## config.mk

```make
export PLATFORM = sky130hd
export DESIGN_NAME = flash_cmd_seq
export DESIGN_NICKNAME = d
export VERILOG_FILES = /design/src/rtl/fcs_pkg.sv /design/src/rtl/fcs_req_latch.sv /design/src/rtl/fcs_window_cnt.sv /design/src/rtl/fcs_strobe_drive.sv /design/src/rtl/flash_cmd_seq.sv
export SDC_FILE = /design/constraint.sdc
export NUM_CORES = 1
export LEC_CHECK = 0
export ABC_AREA = 1
export BUFFER_PORTS_ARGS = -buffer_cell sky130_fd_sc_hd__clkbuf_2
export CAP_MARGIN = 5
export CORE_MARGIN = 2
export CORE_UTILIZATION = 45
export DETAILED_ROUTE_END_ITERATION = 8
export PLACE_DENSITY = 0.72
export SLEW_MARGIN = 10
export SYNTH_ARGS = -nofsm -noshare
export SYNTH_HDL_FRONTEND = slang
export SYNTH_SLANG_ARGS = --single-unit
```

## constraint.sdc

```tcl
create_clock -name clk -period 1.9 [get_ports clk]
set_clock_uncertainty 0.15 [all_clocks]
set_input_delay 0.38 -clock clk [delete_from_list [all_inputs] [get_ports clk]]
set_output_delay 0.38 -clock clk [all_outputs]
set_load 0.02 [all_outputs]
```

## src/rtl/fcs_pkg.sv

```systemverilog
package fcs_pkg;

    typedef enum logic [1:0] {
        OP_READ  = 2'd0,
        OP_WRITE = 2'd1,
        OP_ERASE = 2'd2,
        OP_NONE  = 2'd3
    } fcs_op_e;

    typedef enum logic [2:0] {
        ST_IDLE  = 3'd0,
        ST_PULSE = 3'd1,
        ST_GUARD = 3'd2,
        ST_DRAIN = 3'd3,
        ST_DONE  = 3'd4
    } fcs_state_e;

    localparam int unsigned NUM_STROBES = 3;

    // Lower limits: round up so the limit is always honoured.
    function automatic int unsigned ns_to_cyc_up(input int unsigned ns, input int unsigned per);
        return (ns + per - 1) / per;
    endfunction

    // Upper limits: round down so the limit is never exceeded.
    function automatic int unsigned ns_to_cyc_down(input int unsigned ns, input int unsigned per);
        return ns / per;
    endfunction

    function automatic int unsigned max2(input int unsigned a, input int unsigned b);
        return (a > b) ? a : b;
    endfunction

endpackage

```

## src/rtl/fcs_req_latch.sv

```systemverilog
module fcs_req_latch
    import fcs_pkg::*;
#(
    parameter int unsigned AW = 8,
    parameter int unsigned DW = 16
) (
    input  logic          clk,
    input  logic          rst_n,
    input  logic          load,
    input  fcs_op_e       op_in,
    input  logic [AW-1:0] addr_in,
    input  logic [DW-1:0] wdata_in,
    output fcs_op_e       op_q,
    output logic [AW-1:0] addr_q,
    output logic [DW-1:0] wdata_q
);

    // Values are loaded only on acceptance and held until the next one,
    // which keeps both buses still across strobe and hold window.
    always_ff @(posedge clk or negedge rst_n) begin
        if (!rst_n) begin
            op_q    <= OP_NONE;
            addr_q  <= '0;
            wdata_q <= '0;
        end else if (load) begin
            op_q    <= op_in;
            addr_q  <= addr_in;
            wdata_q <= wdata_in;
        end
    end

endmodule

```

## src/rtl/fcs_window_cnt.sv

```systemverilog
module fcs_window_cnt #(
    parameter int unsigned CW       = 8,
    parameter int unsigned MIN_CYC  = 18,
    parameter int unsigned MAX_CYC  = 85,
    parameter int unsigned DL_CYC   = 8,
    parameter int unsigned HOLD_CYC = 18
) (
    input  logic clk,
    input  logic rst_n,
    input  logic clear,
    input  logic run,
    input  logic busy_low,
    output logic seen_now,
    output logic min_met,
    output logic max_hit,
    output logic dl_hit,
    output logic hold_met
);

    localparam int unsigned NW = CW + 1;

    logic [CW-1:0] cnt_q;
    logic          seen_q;
    logic [NW-1:0] n_ext;

    // n_ext is the number of elapsed cycles once the current edge closes.
    assign n_ext    = {1'b0, cnt_q} + NW'(1);
    assign seen_now = seen_q | busy_low;
    assign min_met  = n_ext >= NW'(MIN_CYC);
    assign max_hit  = n_ext >= NW'(MAX_CYC);
    assign dl_hit   = n_ext >= NW'(DL_CYC);
    assign hold_met = n_ext >= NW'(HOLD_CYC);

    always_ff @(posedge clk or negedge rst_n) begin
        if (!rst_n) begin
            cnt_q  <= '0;
            seen_q <= 1'b0;
        end else if (clear) begin
            cnt_q  <= '0;
            seen_q <= 1'b0;
        end else if (run) begin
            if (cnt_q != {CW{1'b1}}) begin
                cnt_q <= cnt_q + CW'(1);
            end
            if (busy_low) begin
                seen_q <= 1'b1;
            end
        end
    end

endmodule

```

## src/rtl/fcs_strobe_drive.sv

```systemverilog
module fcs_strobe_drive
    import fcs_pkg::*;
#(
    parameter int unsigned NS = NUM_STROBES
) (
    input  logic          active,
    input  logic [1:0]    op,
    output logic [NS-1:0] strobe_n
);

    // One active-low line per operation code; index equals the code.
    for (genvar g = 0; g < NS; g++) begin : g_strobe
        assign strobe_n[g] = !(active && (op == 2'(g)));
    end

endmodule

```

## src/rtl/flash_cmd_seq.sv

```systemverilog
module flash_cmd_seq
    import fcs_pkg::*;
#(
    parameter int unsigned CLK_NS         = 35,
    parameter int unsigned AW             = 8,
    parameter int unsigned DW             = 16,
    parameter int unsigned T_PULSE_MIN_NS = 600,
    parameter int unsigned T_PULSE_MAX_NS = 3000,
    parameter int unsigned T_BUSY_DL_NS   = 300,
    parameter int unsigned T_BUS_HOLD_NS  = 600
) (
    input  logic          clk,
    input  logic          rst_n,
    input  logic          req_valid,
    input  logic [1:0]    req_op,
    input  logic [AW-1:0] req_addr,
    input  logic [DW-1:0] req_wdata,
    output logic          ready,
    output logic          done,
    output logic [DW-1:0] rdata,
    output logic          err,
    output logic          fl_read_n,
    output logic          fl_write_n,
    output logic          fl_erase_n,
    output logic [AW-1:0] fl_addr,
    output logic [DW-1:0] fl_wdata,
    input  logic [DW-1:0] fl_rdata,
    input  logic          fl_busy_n
);

    localparam int unsigned MIN_CYC  = ns_to_cyc_up(T_PULSE_MIN_NS, CLK_NS);
    localparam int unsigned MAX_CYC  = ns_to_cyc_down(T_PULSE_MAX_NS, CLK_NS);
    localparam int unsigned DL_CYC   = ns_to_cyc_down(T_BUSY_DL_NS, CLK_NS);
    localparam int unsigned HOLD_CYC = ns_to_cyc_up(T_BUS_HOLD_NS, CLK_NS);
    localparam int unsigned TOP_CYC  = max2(max2(MAX_CYC, HOLD_CYC), max2(MIN_CYC, DL_CYC));
    localparam int unsigned CW       = $clog2(TOP_CYC + 2);

    fcs_state_e state_q, state_d;

    fcs_op_e              op_q;
    logic [NUM_STROBES-1:0] strobe_n;

    logic accept;
    logic win_run;
    logic sample_busy;
    logic seen_now, min_met, max_hit, dl_hit, hold_met;
    logic timeout;
    logic cap_rd;
    logic pulse_on;

    logic          err_q;
    logic [DW-1:0] rdata_q;

    // ---------------------------------------------------------------
    // Sub-blocks
    // ---------------------------------------------------------------
    fcs_req_latch #(
        .AW (AW),
        .DW (DW)
    ) u_latch (
        .clk      (clk),
        .rst_n    (rst_n),
        .load     (accept),
        .op_in    (fcs_op_e'(req_op)),
        .addr_in  (req_addr),
        .wdata_in (req_wdata),
        .op_q     (op_q),
        .addr_q   (fl_addr),
        .wdata_q  (fl_wdata)
    );

    fcs_window_cnt #(
        .CW       (CW),
        .MIN_CYC  (MIN_CYC),
        .MAX_CYC  (MAX_CYC),
        .DL_CYC   (DL_CYC),
        .HOLD_CYC (HOLD_CYC)
    ) u_window (
        .clk      (clk),
        .rst_n    (rst_n),
        .clear    (accept),
        .run      (win_run),
        .busy_low (sample_busy),
        .seen_now (seen_now),
        .min_met  (min_met),
        .max_hit  (max_hit),
        .dl_hit   (dl_hit),
        .hold_met (hold_met)
    );

    fcs_strobe_drive #(
        .NS (NUM_STROBES)
    ) u_strobe (
        .active   (pulse_on),
        .op       (op_q),
        .strobe_n (strobe_n)
    );

    assign fl_read_n  = strobe_n[OP_READ];
    assign fl_write_n = strobe_n[OP_WRITE];
    assign fl_erase_n = strobe_n[OP_ERASE];

    // ---------------------------------------------------------------
    // State register
    // ---------------------------------------------------------------
    always_ff @(posedge clk or negedge rst_n) begin
        if (!rst_n) begin
            state_q <= ST_IDLE;
        end else begin
            state_q <= state_d;
        end
    end

    // ---------------------------------------------------------------
    // Transitions
    // ---------------------------------------------------------------
    always_comb begin
        state_d = state_q;
        unique case (state_q)
            ST_IDLE: begin
                if (req_valid && (req_op != OP_NONE)) begin
                    state_d = ST_PULSE;
                end
            end
            ST_PULSE: begin
                if (!seen_now && dl_hit) begin
                    state_d = hold_met ? ST_DONE : ST_GUARD;
                end else if (seen_now && min_met) begin
                    state_d = ST_DRAIN;
                end else if (max_hit) begin
                    state_d = ST_DRAIN;
                end
            end
            ST_GUARD: begin
                if (hold_met) begin
                    state_d = ST_DONE;
                end
            end
            ST_DRAIN: begin
                if (fl_busy_n && hold_met) begin
                    state_d = ST_DONE;
                end
            end
            ST_DONE: begin
                state_d = ST_IDLE;
            end
            default: begin
                state_d = ST_IDLE;
            end
        endcase
    end

    // ---------------------------------------------------------------
    // Outputs and control strobes
    // ---------------------------------------------------------------
    always_comb begin
        ready       = 1'b0;
        done        = 1'b0;
        pulse_on    = 1'b0;
        accept      = 1'b0;
        win_run     = 1'b0;
        sample_busy = 1'b0;
        timeout     = 1'b0;
        cap_rd      = 1'b0;
        unique case (state_q)
            ST_IDLE: begin
                ready  = 1'b1;
                accept = req_valid && (req_op != OP_NONE);
            end
            ST_PULSE: begin
                pulse_on    = 1'b1;
                win_run     = 1'b1;
                sample_busy = !fl_busy_n;
                timeout     = !seen_now && dl_hit;
            end
            ST_GUARD: begin
                win_run = 1'b1;
            end
            ST_DRAIN: begin
                win_run = 1'b1;
                cap_rd  = fl_busy_n && hold_met && (op_q == OP_READ);
            end
            ST_DONE: begin
                done = 1'b1;
            end
            default: begin
                ready = 1'b0;
            end
        endcase
    end

    // ---------------------------------------------------------------
    // Sticky error and read capture
    // ---------------------------------------------------------------
    always_ff @(posedge clk or negedge rst_n) begin
        if (!rst_n) begin
            err_q   <= 1'b0;
            rdata_q <= '0;
        end else begin
            if (timeout) begin
                err_q <= 1'b1;
            end
            if (cap_rd) begin
                rdata_q <= fl_rdata;
            end
        end
    end

    assign err   = err_q;
    assign rdata = rdata_q;

endmodule

```

==> flow_summary.toml <==
[status]
status = "finished clean"

[placement]
place_congestion = 0.862
io_buffers = 91
dpl_cell_area_sq_um = 3150
dpl.hpwl_mm = 4.08

[grt]
antenna_found_initial = 0
overflow = 0
use_met3_pct = 4.30
grt.total_usage_pct = 18.5
grt_pass1_wl_mm = 9.25
grt_max_degree = 55
busiest_layer = "met2"
met1_usage_pct = 22.5
grt_util_met2_pct = 31.2
grt_pass1_vias = 2162

[setup_path]
path_buf_inv = 2
path_max_fanout = 5
startpoint_type = "flip-flop"
required_ns = 1.37
worstPathArrival_ns = 1.33
path_cells = "nor2_4 > nand2_4 > inv_4 > nand3_1 > clkbuf_2"
slowest_stage = "dfrtp_2"
path_delay_family = "flip-flops"
max_stage_delay_ns = 0.45
setup.worst_path.class = "reg2out"
endpoint_kind = "primary output"

[final_layout]
antenna_cells = 0
final_cell_area_sq_um = 3450
drive_gt1_share_pct = 45.1
layout_common_cells = "nand2_1 (104), clkbuf_2 (88), dfrtp_1 (48)"
finalNetCount = 455
fin_util_pct = 62.7
layout_commonest_cell = "nand2_1"
areaGrowthSynthToFinish_pct = 34.1
fillers = 483

[synth]
synth.distinct_cells = 27
syn_inst = 298
yosysSeqAreaShare_pct = 52.6
yosysWarnings = 0
synth_top_area_share_pct = 50.6
ys_seq_elements = 54
synth_top_area_cell = "dfrtp_1"
synth_area_per_cell_sq_um = 8.64
synthTopCellsByArea = "dfrtp_1 (51%), nand2_1 (16%), o21ai_2 (5.4%)"
syn_area_sq_um = 2570
syn_nets = 346

[drt]
num_vias = 2235
drt_wl_total_mm = 5.63
drt-pass1-iter-count = 4
drt-wirelength-per-cell_microns = 11.7
drtIter0Drc = 117
vias_per_cell = 4.66
ant_nets = 0
drc = 0

[power_and_ir_drop]
power_density_nw_per_um2 = 1600
total_power_uw = 5540
p_leak_uw = 0.00191
ir_drop_uv = 801

[clock_network]
numClockSinks = 54
cts_tree = "built"
clkTransAtPathRegs_ns = 0.09
numCtsBuffers = 5
cts_max_path_buffers = 2
cts-root-buf = "clkbuf_8"
htreeDepth = 2
insertion_delay_ns = 0.30

[sta]
period_needed_ns = 1.86
maxSlewViolCount = 0
hold_viol = 0
rsz0062_at_grt = "yes"
slew_headroom_pct = 81.4
finalSetupViolCount = 0
min_period_over_period_pct = 97.7
clock.fmax_ghz = 0.539
tightest_slew_ns = 0.280

[job]
cap_violations = 0

[die]
core_area_sq_um = 5510
row_count = 27
ioPinCount = 92
die-height_microns = 79.6
dieArea_sq_um = 6340
start_util_pct = 46.7
die_width_microns = 79.6

[min_path]
hold_class = "in2reg"
-- synth_stat cells (all sizes together) --
cell type,n
o21bai,1
o22ai,2
nand4,3
dfstp,2
o311a,1
nand3,13
o21ai,23
nor3,1
a21oi,5
nand2,127
dfrtp,52
ha,2
inv,39
a21o,1
buf,8
nor2,18
-- report_power, final --
group          leakage, uW  switching, uW  internal, uW
Sequential        0.000689            360          1670
Clock            0.0000482            352           295
Combinational      0.00117           1770          1090
-- per-layer routing --
| layer | routed length, microns | part of all wire [%] |
|---|---|---|
| met1 | 2320 | 41 |
| met2 | 2890 | 51 |
| met3 | 300 | 5.3 |
| met4 | 123 | 2.2 |
| met5 | 0 | 0 |
-- state kept, by name, summed over array words and instances (netlist names) --
register         count
u_latch.addr_q       8
err                  1
u_window.seen_q      1
rdata               16
u_window.cnt_q       7
u_latch.op_q         2
u_latch.wdata_q     16
state_q              3
-- worst register-to-register path: cells and delay by family (launching register included) --
kind,cells,cell delay [ns]
DFF,1,0.42
adders and majority gates,1,0.32
and+or+nand+nor,6,0.56
AOI/OAI and AO/OA,1,0.05
buffers and inverters,2,0.25
-- cell type report --
type	count	area, sq um	share of cell area (%)
sequential	54	1360	39.4
clock buffer	7	86.3	2.50
inverter	39	149	4.31
tap	72	90.1	2.61
timing repair buffer	110	692	20.1
multi-input combinational	197	1070	31.0
clock inverter	1	5.00	0.145
-- stage by stage --
stage	hold WS, ns	cells	setup TNS, ns	setup WS [ns]
2_1_floorplan	-0.0656	298	0	0.149
3_3_place_gp	0.251	461	0	0.0988
3_5_place_dp	0.258	461	0	0.0225
4_1_cts	0.106	471	0	0.00228
5_1_grt	0.111	480	-0.0431	-0.0101
6_report	0.117	480	0	0.0437
-- repair_timing --
action / in CTS / in global routing
hold endpoints to repair: 52 / 0
buffers inserted: 1 / 7
hold buffers: 1 / 0
gates resized for setup: 5 / 28
cloned: 0 / 2
setup endpoints to repair: 4 / 29
pin swaps: 2 / 10
-- logic make-up (layout without fill, tap and decap cells) --
kind of cell / after synthesis / count (layout) / synth area share [%]
buffers and inverters: 47 / 157 / 8.26
adder cells (fa/ha/maj): 2 / 2 / 0.972
AND/OR/NAND/NOR: 162 / 162 / 28.8
flip-flops: 54 / 54 / 52.6
AO/OA/AOI/OAI: 33 / 33 / 9.38
-- worst paths after layout --
path                                             to  depth (start not counted)                 from  slack, ns
max in group asynchronous           u_latch.op_q[1]                          3                rst_n       0.84
worst max register to register             rdata[6]                         10    u_window.cnt_q[0]       0.09
min in group asynchronous         u_latch.addr_q[7]                          3                rst_n       0.46
worst max-delay path                     fl_erase_n                          5           state_q[2]       0.04
worst min-delay path              u_latch.addr_q[4]                          3          req_addr[4]       0.12
worst min register to register  u_latch.wdata_q[11]                          2  u_latch.wdata_q[11]       0.33
Power figures use the tool's default switching activity.
